--- src/rtl/acu_pkg.sv ---
// Package: shared operation codes and result record for the accumulator ALU.
// Assumes an 8-bit datapath; the nibble width is derived from it.
package acu_pkg;
    localparam int DW  = 8;
    localparam int NW  = DW / 2;
    localparam int OPW = 5;

    typedef enum logic [OPW-1:0] {
        OP_ADD  = 5'd0,  OP_ADDC = 5'd1,  OP_SUBB = 5'd2,  OP_INC  = 5'd3,
        OP_DEC  = 5'd4,  OP_AND  = 5'd5,  OP_OR   = 5'd6,  OP_XOR  = 5'd7,
        OP_RL   = 5'd8,  OP_RLC  = 5'd9,  OP_RR   = 5'd10, OP_RRC  = 5'd11,
        OP_SWAP = 5'd12, OP_DA   = 5'd13, OP_CMP  = 5'd14, OP_MUL  = 5'd15,
        OP_DIV  = 5'd16
    } alu_op_e;

    typedef struct packed {
        logic [DW-1:0] a;
        logic [DW-1:0] b;
        logic          cy;
        logic          ac;
        logic          ov;
    } alu_res_t;
endpackage

--- src/rtl/acu_addsub.sv ---
// Module: nibble-split adder and subtractor with carry/borrow, half-carry and
// signed overflow. Subtraction adds the inverted operand with inverted borrow
// and inverts the carries back into borrows. Purely combinational.
module acu_addsub #(
    parameter int W = 8
) (
    input  logic [W-1:0] a,
    input  logic [W-1:0] b,
    input  logic         cin,
    input  logic         sub,
    output logic [W-1:0] sum,
    output logic         cout,
    output logic         hcout,
    output logic         ovf
);
    localparam int H = W / 2;

    logic [W-1:0] b_eff;
    logic         c0;
    logic [H:0]   lo;
    logic [W-H:0] hi;

    // Form the effective operand, then both nibble sums chained by carry.
    always_comb begin
        b_eff = sub ? ~b : b;
        c0    = sub ? ~cin : cin;
        lo    = {1'b0, a[H-1:0]} + {1'b0, b_eff[H-1:0]} + {{H{1'b0}}, c0};
        hi    = {1'b0, a[W-1:H]} + {1'b0, b_eff[W-1:H]} + {{(W-H){1'b0}}, lo[H]};
        sum   = {hi[W-H-1:0], lo[H-1:0]};
        cout  = hi[W-H] ^ sub;
        hcout = lo[H] ^ sub;
        ovf   = (a[W-1] == b_eff[W-1]) && (sum[W-1] != a[W-1]);
    end
endmodule

--- src/rtl/acu_decadj.sv ---
// Module: two-step BCD correction of the accumulator after an addition.
// Assumes the incoming carry and half-carry come from that addition.
// Combinational; the carry can only be set, never cleared.
module acu_decadj (
    input  logic [7:0] a,
    input  logic       cy,
    input  logic       ac,
    output logic [7:0] r,
    output logic       cy_o
);
    logic [8:0] s1;
    logic [8:0] s2;
    logic       c1;

    // Low-nibble fix first, then high-nibble fix using the updated carry.
    always_comb begin
        s1   = (a[3:0] > 4'd9 || ac) ? {1'b0, a} + 9'h006 : {1'b0, a};
        c1   = cy | s1[8];
        s2   = (s1[7:4] > 4'd9 || c1) ? {1'b0, s1[7:0]} + 9'h060 : {1'b0, s1[7:0]};
        r    = s2[7:0];
        cy_o = c1 | s2[8];
    end
endmodule

--- src/rtl/acu_muldiv.sv ---
// Module: unsigned W x W multiply and W / W restoring divide.
// The divider is unrolled as W generate stages of compare-and-subtract.
// A zero divisor returns the operands unchanged and flags it.
module acu_muldiv #(
    parameter int W = 8
) (
    input  logic [W-1:0] a,
    input  logic [W-1:0] b,
    output logic [W-1:0] mul_lo,
    output logic [W-1:0] mul_hi,
    output logic         mul_big,
    output logic [W-1:0] quo,
    output logic [W-1:0] rem,
    output logic         div_zero
);
    logic [2*W-1:0] prod;
    logic [W:0]     part [W+1];
    logic [W-1:0]   qbit;

    // Full-width product and its high-byte test.
    always_comb begin
        prod    = a * b;
        mul_lo  = prod[W-1:0];
        mul_hi  = prod[2*W-1:W];
        mul_big = |prod[2*W-1:W];
    end

    assign part[0] = '0;

    genvar i;
    generate
        for (i = 0; i < W; i++) begin : g_div
            logic [W:0] shifted;
            // One restoring step: shift in the next dividend bit, try to subtract.
            always_comb begin
                shifted      = {part[i][W-1:0], a[W-1-i]};
                qbit[W-1-i]  = (shifted >= {1'b0, b});
                part[i+1]    = qbit[W-1-i] ? shifted - {1'b0, b} : shifted;
            end
        end
    endgenerate

    // A zero divisor keeps A and B as they were.
    always_comb begin
        div_zero = (b == '0);
        quo      = div_zero ? a : qbit;
        rem      = div_zero ? b : part[W][W-1:0];
    end
endmodule

--- src/rtl/acc_alu8.sv ---
// Module: top of the accumulator ALU. Selects one operation per strobe and
// registers result, B byte and flags. Flags an operation does not define pass
// through from the inputs. Synchronous active-low reset clears all outputs.
module acc_alu8
    import acu_pkg::*;
(
    input  logic           clk,
    input  logic           rst_n,
    input  logic           op_valid,
    input  logic [OPW-1:0] op_sel,
    input  logic [DW-1:0]  acc_in,
    input  logic [DW-1:0]  opnd_in,
    input  logic [DW-1:0]  b_in,
    input  logic           cy_in,
    input  logic           ac_in,
    input  logic           ov_in,
    output logic           res_valid,
    output logic [DW-1:0]  res_a,
    output logic [DW-1:0]  res_b,
    output logic           cy_out,
    output logic           ac_out,
    output logic           ov_out,
    output logic           par_out
);
    logic [DW-1:0] as_sum, da_r, m_lo, m_hi, d_q, d_r;
    logic          as_c, as_h, as_v, as_sub, as_cin, da_c, m_big, d_zero;
    alu_res_t      nxt;

    // Carry-in and direction for the shared adder.
    always_comb begin
        as_sub = (op_sel == OP_SUBB) || (op_sel == OP_CMP);
        as_cin = (op_sel == OP_ADDC) || (op_sel == OP_SUBB) ? cy_in : 1'b0;
    end

    acu_addsub #(.W(DW)) u_as (
        .a(acc_in), .b(opnd_in), .cin(as_cin), .sub(as_sub),
        .sum(as_sum), .cout(as_c), .hcout(as_h), .ovf(as_v)
    );

    acu_decadj u_da (
        .a(acc_in), .cy(cy_in), .ac(ac_in), .r(da_r), .cy_o(da_c)
    );

    acu_muldiv #(.W(DW)) u_md (
        .a(acc_in), .b(b_in), .mul_lo(m_lo), .mul_hi(m_hi), .mul_big(m_big),
        .quo(d_q), .rem(d_r), .div_zero(d_zero)
    );

    // Pick the result record for the selected operation.
    always_comb begin
        nxt = '{a: acc_in, b: b_in, cy: cy_in, ac: ac_in, ov: ov_in};
        case (op_sel)
            OP_ADD, OP_ADDC, OP_SUBB: begin
                nxt.a = as_sum; nxt.cy = as_c; nxt.ac = as_h; nxt.ov = as_v;
            end
            OP_INC:  nxt.a = acc_in + 8'd1;
            OP_DEC:  nxt.a = acc_in - 8'd1;
            OP_AND:  nxt.a = acc_in & opnd_in;
            OP_OR:   nxt.a = acc_in | opnd_in;
            OP_XOR:  nxt.a = acc_in ^ opnd_in;
            OP_RL:   nxt.a = {acc_in[DW-2:0], acc_in[DW-1]};
            OP_RR:   nxt.a = {acc_in[0], acc_in[DW-1:1]};
            OP_RLC:  {nxt.cy, nxt.a} = {acc_in, cy_in};
            OP_RRC:  {nxt.a, nxt.cy} = {cy_in, acc_in};
            OP_SWAP: nxt.a = {acc_in[NW-1:0], acc_in[DW-1:NW]};
            OP_DA: begin
                nxt.a = da_r; nxt.cy = da_c;
            end
            OP_CMP:  nxt.cy = as_c;
            OP_MUL: begin
                nxt.a = m_lo; nxt.b = m_hi; nxt.cy = 1'b0; nxt.ov = m_big;
            end
            OP_DIV: begin
                nxt.a = d_q; nxt.b = d_r; nxt.cy = 1'b0; nxt.ov = d_zero;
            end
            default: ;
        endcase
    end

    // Output register: cleared on reset, loaded only on a strobe.
    always_ff @(posedge clk) begin
        if (!rst_n) begin
            res_valid <= 1'b0;
            res_a     <= '0;
            res_b     <= '0;
            cy_out    <= 1'b0;
            ac_out    <= 1'b0;
            ov_out    <= 1'b0;
            par_out   <= 1'b0;
        end else begin
            res_valid <= op_valid;
            if (op_valid) begin
                res_a   <= nxt.a;
                res_b   <= nxt.b;
                cy_out  <= nxt.cy;
                ac_out  <= nxt.ac;
                ov_out  <= nxt.ov;
                par_out <= ^nxt.a;
            end
        end
    end


    hold_idle_chk: assert property (@(posedge clk) disable iff (!rst_n)
        !op_valid |=> $stable(res_a) && $stable(res_b) && $stable(cy_out));

    mul_flags_chk: assert property (@(posedge clk) disable iff (!rst_n)
        op_valid && op_sel == OP_MUL |=>
            !cy_out && ({res_b, res_a} == $past(acc_in) * $past(b_in))
            && (ov_out == ($past(acc_in) * $past(b_in) > 16'd255)));

    div_zero_chk: assert property (@(posedge clk) disable iff (!rst_n)
        op_valid && op_sel == OP_DIV && b_in == '0 |=>
            ov_out && !cy_out && res_a == $past(acc_in) && res_b == '0);

    cmp_carry_chk: assert property (@(posedge clk) disable iff (!rst_n)
        op_valid && op_sel == OP_CMP |=>
            res_a == $past(acc_in) && cy_out == ($past(acc_in) < $past(opnd_in)));

    plain_rot_chk: assert property (@(posedge clk) disable iff (!rst_n)
        op_valid && (op_sel == OP_RL || op_sel == OP_RR) |=> cy_out == $past(cy_in));

    swap_chk: assert property (@(posedge clk) disable iff (!rst_n)
        op_valid && op_sel == OP_SWAP |=>
            res_a == {$past(acc_in[NW-1:0]), $past(acc_in[DW-1:NW])});

    parity_chk: assert property (@(posedge clk) disable iff (!rst_n)
        res_valid |-> par_out == ^res_a);
endmodule

--- config.mk ---
export PLATFORM = sky130hd
export DESIGN_NAME = acc_alu8
export DESIGN_NICKNAME = d
export VERILOG_FILES = /design/src/rtl/acu_pkg.sv /design/src/rtl/acu_addsub.sv /design/src/rtl/acu_decadj.sv /design/src/rtl/acu_muldiv.sv /design/src/rtl/acc_alu8.sv
export SDC_FILE = /design/constraint.sdc
export NUM_CORES = 1
export LEC_CHECK = 0
export BUFFER_PORTS_ARGS = -buffer_cell sky130_fd_sc_hd__buf_2
export CAP_MARGIN = 10
export CORE_MARGIN = 2
export CORE_UTILIZATION = 66
export DETAILED_ROUTE_END_ITERATION = 8
export PLACE_DENSITY = 0.86
export SKIP_LAST_GASP = 1
export SYNTH_ARGS = -nofsm -noshare
export SYNTH_HDL_FRONTEND = slang
export SYNTH_SLANG_ARGS = --single-unit
--- constraint.sdc ---
create_clock -name clk -period 29.9 [get_ports clk]
set_input_delay 5.98 -clock clk [delete_from_list [all_inputs] [get_ports clk]]
set_output_delay 5.98 -clock clk [all_outputs]
set_load 0.03 [all_outputs]
==> results.tsv, run 1 <==
stage	metric	value	unit
run_status	status	finished clean	
drt	met1_length	10400	um
drt	drtAntennaViolNets	0	
synth	synth_edf_count	0	
drt	num_vias	8240	
worst_setup_path	cp-start-kind	input pin	
synth	yosysTopAreaCell	ha_1	
clock_tree	htree_num_levels	1	
drt	firstDrtPassIters	8	
timing	slew-limit-headroom	16.3	%
timing	holdWs	0.480	ns
placement	place_hpwl	19200	um
global_route	grt.total_usage	37.2	%
min_path	worstHoldStart	res_a[2]$_SDFFE_PN0P_	
clock_tree	clk_pin_slew_worst_paths	0.06	ns
worst_setup_path	cp.arrival	24.87	ns
drt	wl_met2	11100	um
placement	dpl_cell_area	8630	um2
power	pwr_density_cell	61.0	nW/um2
worst_setup_path	criticalPathCategory	in -> reg	
cells_and_area	final_area	8720	um2
placement	pre_cts_ws	5.40	ns
clock_tree	cts_tree	done	
timing	max_freq	40.5	MHz
die	core_area	12100	um2
synth	synth.area.top_cells	ha_1, fa_1, dfxtp_1	
worst_setup_path	r2r_cells	2	
worst_setup_path	cp.required	30.05	ns
cells_and_area	drive_gt1_share	8.59	%
power	p_leak	4.26	nW
timing	setup-violations-final	0	
drt	wl_met3	2400	um
global_route	grt-ovfl-total	0	
synth	synthArstFlopShare	0	%
die	die_x	116	um
synth	avgSynthCellArea	7.67	um2
clock_tree	cts_setup_buffers	0	
cells_and_area	fillers	1047	
synth	ys_seq_elements	21	
synth	synth_top_cell_area_share	19.9	%
cells_and_area	multi_input_area	7260	um2
run	drv_cap	0	
worst_setup_path	ff2ff_setup_slack	29.02	ns
worst_setup_path	cp_max_fo	19	
synth	synth_fp_nets	1295	
cells_and_area	area_growth	5.29	%
drt	remaining_drc_errors	0	
worst_setup_path	cp_slowest_stage_delay	0.67	ns
worst_setup_path	r2r-start	par_out$_SDFFE_PN0P_	
synth	ys_warn_count	0	
clock_tree	clk_path_buf_depth	2	
die	dieArea	13500	um2
timing	fin_crit	24.71	ns
cells_and_area	final_util	72.0	%
timing	fin_setup_tns	0	ns
synth	ys_types	78	
clock_tree	ctsHoldBuffers	0	
timing	fin_crit_sh	82.7	%
die	die_h	116	um
clock_tree	cts-root-buf	clkbuf_16	
placement	place_congestion	0.951	
global_route	grt_pass1_wl	39900	um
timing	final_max_slew_viol_count	0	
global_route	antenna_found_initial	0	
worst_setup_path	endpoint	par_out$_SDFFE_PN0P_	
drt	wire_per_inst	19.4	um
timing	clock_skew	0	ns
cells_and_area	layout.nets	1322	
timing	hold_viol_final	0	
synth	ys.flop_type	dfxtp_1	
synth	ys_seq_area_share	5.08	%
synth	syn_inst	1080	
worst_setup_path	endpoint_kind	flip-flop	
worst_setup_path	startpoint	b_in[1]	
placement	port_buffers	55	
global_route	grt_pass1_vias	7881	
drt	top_layer	met4	
cells_and_area	seq_area	420	um2
die	ios	56	
global_route	grt_max_degree	24	
worst_setup_path	crit_path_frequent_cell	o21ai_0	
worst_setup_path	crit_slowest_cell	a211oi_4	
drt	via_per_inst	6.47	
clock_tree	cts_resized	0	
cells_and_area	num_antenna_cells	0	
synth	synth_area	8280	um2
power	irDropWorstVdd	0.000127	V
drt	drtIter0Drc	912	
timing	setup_slack	5.19	ns
clock_tree	clock_latency	0.26	ns
min_path	min_path_type	reg -> reg	
timing	rsz0062_at_grt	no	
synth	synth_most_common_cell	ha_1	
clock_tree	numClockSinks	21	
synth	netlist_top_cells_count	ha_1, inv_1, nor2_1, nand2_1, a21oi_1	
clock_tree	cts_buffers	3	
timing	tightest_slew	1.22	ns
worst_setup_path	crit-reg2reg-capture	par_out$_SDFFE_PN0P_	
die	start_util	68.4	%
drt	wl	24700	um
die	num_rows	40	
## through the flow
| stage | cells | total power [mW] |
|---|---|---|
| 4_1_cts | 1274 | 0.525 |
| 5_1_grt | 1274 | 0.590 |
| 2_1_floorplan | 1080 | 0.396 |
| 6_report | 1274 | 0.532 |
| 3_5_place_dp | 1270 | 0.493 |
| 3_3_place_gp | 1270 | 0.484 |
## per-layer routing
layer,track usage [%],up-vias
met5,0,-
met4,12.2,0
met3,5.96,68
met2,59.8,458
met1,51.1,3808
li1,-,3906
## how the worst min path moves through the flow
stage	to	slack, ns	cells after the start
3_5_place_dp	res_a[2]$_SDFFE_PN0P_	0.47	2
4_1_cts	res_a[2]$_SDFFE_PN0P_	0.48	2
2_1_floorplan	res_a[2]$_SDFFE_PN0P_	0.59	2
5_1_grt	res_a[2]$_SDFFE_PN0P_	0.51	2
3_3_place_gp	res_a[2]$_SDFFE_PN0P_	0.46	2
6_report	res_a[2]$_SDFFE_PN0P_	0.48	2
## where the power goes
group          total [mW]  internal (mW)  switching (mW)
Combinational       0.470          0.197           0.273
Clock              0.0292         0.0181          0.0111
Sequential         0.0321         0.0308         0.00135
Total               0.532          0.246           0.286
## cell type report
| type | instances | share of cell area [%] |
|---|---|---|
| Timing Repair Buffer | 61 | 3.67 |
| Multi-Input combinational cell | 906 | 83.2 |
| Sequential cell | 21 | 4.82 |
| Inverter | 114 | 4.91 |
| Clock buffer | 3 | 0.861 |
| Tap cell | 168 | 2.41 |
| Clock inverter | 1 | 0.0861 |
## flip-flops by register name, indices dropped and copies added (netlist names)
signal,count
res_a,8
cy_out,1
par_out,1
ac_out,1
res_valid,1
ov_out,1
res_b,8
## placed cells by master, fill, tap and decap left out, types with 25 or more instances in the layout
| cell type | count |
|---|---|
| ha_1 | 132 |
| inv_1 | 111 |
| nor2_1 | 93 |
| nand2_1 | 77 |
| a21oi_1 | 75 |
| o21ai_0 | 66 |
| buf_2 | 55 |
| fa_1 | 48 |
| xnor2_1 | 44 |
| mux2i_1 | 25 |
## cell families (layout without fill, tap and decap cells)
family	after synthesis	count (layout)	share of synthesized area, %
AO/OA/AOI/OAI	308	308	24.8
XOR/XNOR	67	67	7.42
adder cells (fa/ha/maj)	180	180	31.6
buffers and inverters	153	179	7.28
flip-flops	21	21	5.08
multiplexers	36	36	4.65
AND/OR/NAND/NOR	315	315	19.2
## critical path: cells and delay by family
kind / cells / cell delay, ns
AOI/OAI and AO/OA: 41 / 10.02
and+or+nand+nor: 17 / 3.99
adders and majority gates: 8 / 2.49
buffers and inverters: 9 / 1.74
muxes: 2 / 0.55
No activity file was read; power rests on OpenSTA's default activity.
==> run 2: changes to the inputs <==
CORE_UTILIZATION = 58   (was 66)
PLACE_DENSITY = 0.8   (was 0.86)
clock period = 20 ns   (was 29.9 ns; I/O delays follow)
==> results.tsv, run 2 (synthesized netlist as in run 1, its figures left out) <==
stage	metric	value	unit	change
run_status	status	finished clean		unchanged
power	p_leak	4.45	nW	was 4.26 nW
clock_tree	htree_num_levels	1		unchanged
min_path	min_path_type	reg -> reg		unchanged
timing	clock_skew	0	ns	unchanged
worst_setup_path	crit_path_frequent_cell	ha_1		was o21ai_0
clock_tree	clock_latency	0.25	ns	was 0.26 ns
global_route	grt_pass1_wl	41300	um	was 39900 um
worst_setup_path	cp_max_fo	6		was 19
worst_setup_path	cp.arrival	19.29	ns	was 24.87 ns
drt	drtAntennaViolNets	0		unchanged
die	num_rows	43		was 40
timing	fin_crit_sh	95.7	%	
cells_and_area	multi_input_area	7370	um2	was 7260 um2
cells_and_area	area_growth	10.0	%	was 5.29%
timing	fin_crit	19.15	ns	
clock_tree	cts_tree	done		unchanged
drt	drtIter0Drc	939		was 912
global_route	antenna_found_initial	0		unchanged
worst_setup_path	cp.required	20.14	ns	was 30.05 ns
power	pwr_density_cell	90.9	nW/um2	was 61.0 nW/um2
global_route	grt_pass1_vias	8112		was 7881
cells_and_area	largest_registers	res_a (8), res_b (8)		unchanged
drt	remaining_drc_errors	0		unchanged
cells_and_area	fillers	1213		was 1047
placement	place_congestion	0.999		was 0.951
die	ios	56		unchanged
die	core_area	13900	um2	was 12100 um2
timing	setup-violations-final	0		unchanged
drt	via_per_inst	6.44		was 6.47
worst_setup_path	path_delay_family	compound AO/OA/AOI/OAI gates		unchanged
drt	wl	26200	um	was 24700 um
die	die_h	123	um	was 116 um
timing	final_max_slew_viol_count	0		unchanged
cells_and_area	drive_gt1_share	13.2	%	was 8.59%
power	irDropWorstVdd	0.000161	V	was 0.000127 V
worst_setup_path	critPathBufInv	8		was 9
clock_tree	cts_buffers	3		unchanged
clock_tree	clk_path_buf_depth	2		unchanged
global_route	grt_max_degree	24		unchanged
clock_tree	cts-root-buf	clkbuf_16		unchanged
power	power	0.828	mW	was 0.532 mW
global_route	grt-ovfl-total	0		unchanged
worst_setup_path	criticalPathCategory	in -> reg		unchanged
timing	hold_viol_final	0		unchanged
timing	slew-limit-headroom	26.0	%	was 16.3%
clock_tree	numClockSinks	21		unchanged
worst_setup_path	crit_slowest_cell	or4_4		was a211oi_4
cells_and_area	final_cell_mix	ha_1, inv_1, nor2_1		unchanged
placement	port_buffers	55		unchanged
cells_and_area	seq_area	420	um2	unchanged
clock_tree	clk_pin_slew_worst_paths	0.05	ns	was 0.06 ns
die	die_x	123	um	was 116 um
worst_setup_path	cp-start-kind	input pin		unchanged
die	start_util	59.4	%	was 68.4%
cells_and_area	mostFrequentLayoutCell	ha_1		unchanged
global_route	grt.total_usage	34.4	%	was 37.2%
worst_setup_path	endpoint_kind	flip-flop		unchanged
cells_and_area	final_util	65.4	%	was 72.0%
cells_and_area	layout.nets	1357		was 1322
drt	wire_per_inst	19.8	um	was 19.4 um
drt	firstDrtPassIters	5		was 8
clock_tree	ctsHoldBuffers	0		unchanged
timing	fin_setup_tns	0	ns	unchanged
placement	place_hpwl	20300	um	was 19200 um
drt	num_vias	8501		was 8240
timing	tightest_slew	1.10	ns	was 1.22 ns
worst_setup_path	cp_slowest_stage_delay	0.56	ns	was 0.67 ns
timing	max_freq	52.2	MHz	
run	drv_cap	0		unchanged
cells_and_area	num_antenna_cells	0		unchanged
die	dieArea	15200	um2	was 13500 um2
==> run 2: cell count changes in the layout (fill, tap and decap cells not counted), moves of 3 or more <==
cell | before | now
a21oi_2 | 0 | 4
mux2i_1 | 25 | 21
mux2i_2 | 0 | 4
a21oi_1 | 75 | 68
a21oi_4 | 0 | 3
o21ai_1 | 2 | 10
buf_4 | 6 | 41
o21ai_0 | 66 | 57
==> run 2: final cells by class <==
cell class              count  area share, %
inverters                 114           4.70
well taps                 180           2.47
repair buffers             96           6.40
clock buffers               3          0.824
multi-input cells         906           80.9
flip-flops and latches     21           4.62
clock inverters             1         0.0550
==> run 2: per-stage QoR <==
stage	setup WS (ns)	cells	hold WS, ns	instance area, um2
detailed placement	-0.446	1313	0.467	8880
finish	0.852	1321	0.479	9110
global route	-0.00491	1321	0.504	9110
global placement	-0.0505	1313	0.457	8880
CTS	0.0393	1317	0.476	8990
floorplan	0.173	1080	0.594	8280
==> run 2: per-layer routing <==
layer | GRT usage, % | vias up | part of all wire (%)
met5 | 0 | - | 0
met4 | 11.5 | 0 | 3.5
met3 | 5.63 | 78 | 8.7
met2 | 58.1 | 411 | 47
met1 | 44.4 | 4038 | 41
li1 | - | 3974 | -
==> run 2: report_power, final <==
part	internal [mW]	leakage (nW)	total (mW)	switching, mW
Clock	0.0268	0.0409	0.0421	0.0152
Combinational	0.313	4.24	0.738	0.425
Sequential	0.0461	0.174	0.0481	0.00204
==> run 2: worst paths after layout <==
check	startpoint	slack, ns	to	cells past startpoint
min reg2reg	res_a[2]$_SDFFE_PN0P_	0.48	res_a[2]$_SDFFE_PN0P_	2
max	b_in[2]	0.85	par_out$_SDFFE_PN0P_	73
max reg2reg	par_out$_SDFFE_PN0P_	19.10	par_out$_SDFFE_PN0P_	2
min	res_a[2]$_SDFFE_PN0P_	0.48	res_a[2]$_SDFFE_PN0P_	2
==> run 2: worst reg2reg max path, cell delays in order, from the launching register on <==
cell,delay (ns)
dfxtp_1,0.31
nor2b_1,0.13
a221o_1,0.35
==> run 2: timing repair <==
item	CTS	global route
pin swaps	0	4
gates resized for setup	6	31
setup buffers	0	4
setup endpoints to repair	10	10
==> run 3: changes to the inputs <==
PLACE_DENSITY = 0.91   (was 0.8)
==> results.tsv, run 3 (synthesized netlist as in run 1, its figures left out) <==
stage	metric	value	unit	change
worst_setup_path	cp-start-kind	input pin		unchanged
cells_and_area	mostFrequentLayoutCell	ha_1		unchanged
power	clkPwrFrac	4.9	%	was 5.1%
drt	drtAntennaViolNets	0		unchanged
die	core_area	13900	um2	unchanged
placement	place_hpwl	20200	um	was 20300 um
power	p_sw	0.464	mW	was 0.443 mW
drt	num_vias	8929		was 8501
worst_setup_path	crit_path_frequent_cell	ha_1		unchanged
drt	via_per_inst	6.75		was 6.44
drt	firstDrtPassIters	9		was 5
drt	drtIter0Drc	1100		was 939
drt	remaining_drc_errors	1		was 0
die	die_h	123	um	unchanged
run	drv_cap	0		unchanged
worst_setup_path	endpoint_kind	flip-flop		unchanged
power	p_leak	4.46	nW	was 4.45 nW
placement	port_buffers	55		unchanged
global_route	grt_use_met3	6.78	%	was 5.63%
die	ios	56		unchanged
min_path	min_path_type	reg -> reg		unchanged
clock_tree	cts_buffers	3		unchanged
cells_and_area	num_antenna_cells	0		unchanged
placement	dp_cells	1310		was 1313
power	combPwrFrac	89.4	%	was 89.1%
drt	wl	26700	um	was 26200 um
worst_setup_path	path_delay_family	compound AO/OA/AOI/OAI gates		unchanged
cells_and_area	area_growth	10.5	%	was 10.0%
cells_and_area	final_cell_mix	ha_1, inv_1, nor2_1		unchanged
run_status	violations	DRC		
power	switching_share	54.4	%	was 53.4%
timing	clock_skew	0	ns	unchanged
clock_tree	clk_path_buf_depth	2		unchanged
power	pwr_density_cell	93.4	nW/um2	was 90.9 nW/um2
worst_setup_path	cp_slowest_stage_delay	0.53	ns	was 0.56 ns
clock_tree	numClockSinks	21		unchanged
cells_and_area	drive_gt1_share	13.8	%	was 13.2%
worst_setup_path	criticalPathCategory	in -> reg		unchanged
global_route	grt_pass1_vias	8467		was 8112
power	power	0.854	mW	was 0.828 mW
worst_setup_path	cp_max_fo	11		was 6
die	die_x	123	um	unchanged
timing	fin_crit_sh	96.7	%	was 95.7%
drt	wire_per_inst	20.2	um	was 19.8 um
placement	place_congestion	1.04		was 0.999
clock_tree	clk_pin_slew_worst_paths	0.06	ns	was 0.05 ns
worst_setup_path	cp.arrival	19.47	ns	was 19.29 ns
global_route	grt_max_degree	24		unchanged
worst_setup_path	critPathBufInv	10		was 8
timing	hold_viol_final	0		unchanged
clock_tree	cts-root-buf	clkbuf_16		unchanged
die	dieArea	15200	um2	unchanged
global_route	antenna_found_initial	0		unchanged
cells_and_area	fillers	1067		was 1213
run_status	status	finished, violations left		was finished clean
global_route	grt-ovfl-total	0		unchanged
worst_setup_path	crit_slowest_cell	or3b_2		was or4_4
worst_setup_path	cp.required	20.14	ns	about the same
timing	tightest_slew	1.11	ns	was 1.10 ns
timing	setup-violations-final	0		unchanged
global_route	grt.total_usage	33.7	%	was 34.4%
global_route	grt_use_met1	42.0	%	was 44.4%
global_route	grt_pass1_wl	41000	um	was 41300 um
cells_and_area	layout.nets	1358		was 1357
power	seqPwrFrac	5.6	%	was 5.8%
cells_and_area	final_util	65.6	%	was 65.4%
timing	fin_crit	19.34	ns	was 19.15 ns
die	num_rows	43		unchanged
power	irDropWorstVdd	0.000174	V	was 0.000161 V
global_route	grtUsageMet2	55.0	%	was 58.1%
power	internal_power	0.390	mW	was 0.386 mW
timing	final_max_slew_viol_count	0		unchanged
timing	slew-limit-headroom	25.3	%	was 26.0%
cells_and_area	fin_cells	1322		was 1321
die	start_util	59.4	%	unchanged
timing	max_freq	51.7	MHz	was 52.2 MHz
clock_tree	clock_latency	0.25	ns	about the same
cells_and_area	largest_registers	res_a (8), res_b (8)		unchanged
global_route	top_usage_layer	met2		unchanged
clock_tree	htree_num_levels	1		unchanged
clock_tree	ctsHoldBuffers	0		unchanged
clock_tree	cts_tree	done		unchanged
## run 3: through the flow
step | cell area, um2 | TNS, ns | hold WS, ns | setup WS (ns)
global route | 9150 | -0.931 | 0.497 | -0.210
floorplan | 8280 | 0 | 0.594 | 0.173
global placement | 8860 | 0 | 0.453 | 0.188
CTS | 8950 | 0 | 0.475 | 0.0853
finish | 9150 | 0 | 0.471 | 0.664
detailed placement | 8860 | -3.57 | 0.467 | -0.498
## run 3: worst register-to-register path, cell delays in order, from the launching register on
cell and delay [ns]:
dfxtp_1 0.31, nor2b_1 0.13, a221o_1 0.37
## run 3: what timing repair did
item	CTS	global route
endpoints found under the setup margin	10	10
buffers inserted	0	8
hold endpoints to repair	0	0
gates resized for setup	6	38
pin swaps	0	9
## run 3: final timing paths
kind	startpoint	to	slack (ns)	depth (start not counted)
max	acc_in[7]	par_out$_SDFFE_PN0P_	0.66	77
min	res_a[2]$_SDFFE_PN0P_	res_a[2]$_SDFFE_PN0P_	0.47	2
max reg2reg	par_out$_SDFFE_PN0P_	par_out$_SDFFE_PN0P_	19.08	2
min reg2reg	res_a[2]$_SDFFE_PN0P_	res_a[2]$_SDFFE_PN0P_	0.47	2
## run 3: power groups by stage
stage / clock, mW / combinational [mW] / sequential [mW]
after CTS: 0.0428 / 0.713 / 0.0481
after global routing: 0.0449 / 0.828 / 0.0485
after global placement: 0 / 0.683 / 0.0490
after floorplan: 0 / 0.535 / 0.0570
after detailed placement: 0 / 0.704 / 0.0490
final: 0.0421 / 0.764 / 0.0482
## run 3: final cells by class
type | instances | area [um2] | area share, %
clock inverters | 1 | 5.00 | 0.0547
well taps | 180 | 225 | 2.46
flip-flops and latches | 21 | 420 | 4.60
multi-input cells | 906 | 7400 | 80.9
clock buffers | 3 | 75.1 | 0.821
repair buffers | 97 | 591 | 6.46
inverters | 114 | 428 | 4.68
## run 3: layer usage
| metal | vias to the layer above | routed length [um] |
|---|---|---|
| met5 | - | 0 |
| met4 | 0 | 1770 |
| met3 | 204 | 3110 |
| met2 | 660 | 11900 |
| met1 | 4092 | 9950 |
| li1 | 3973 | - |
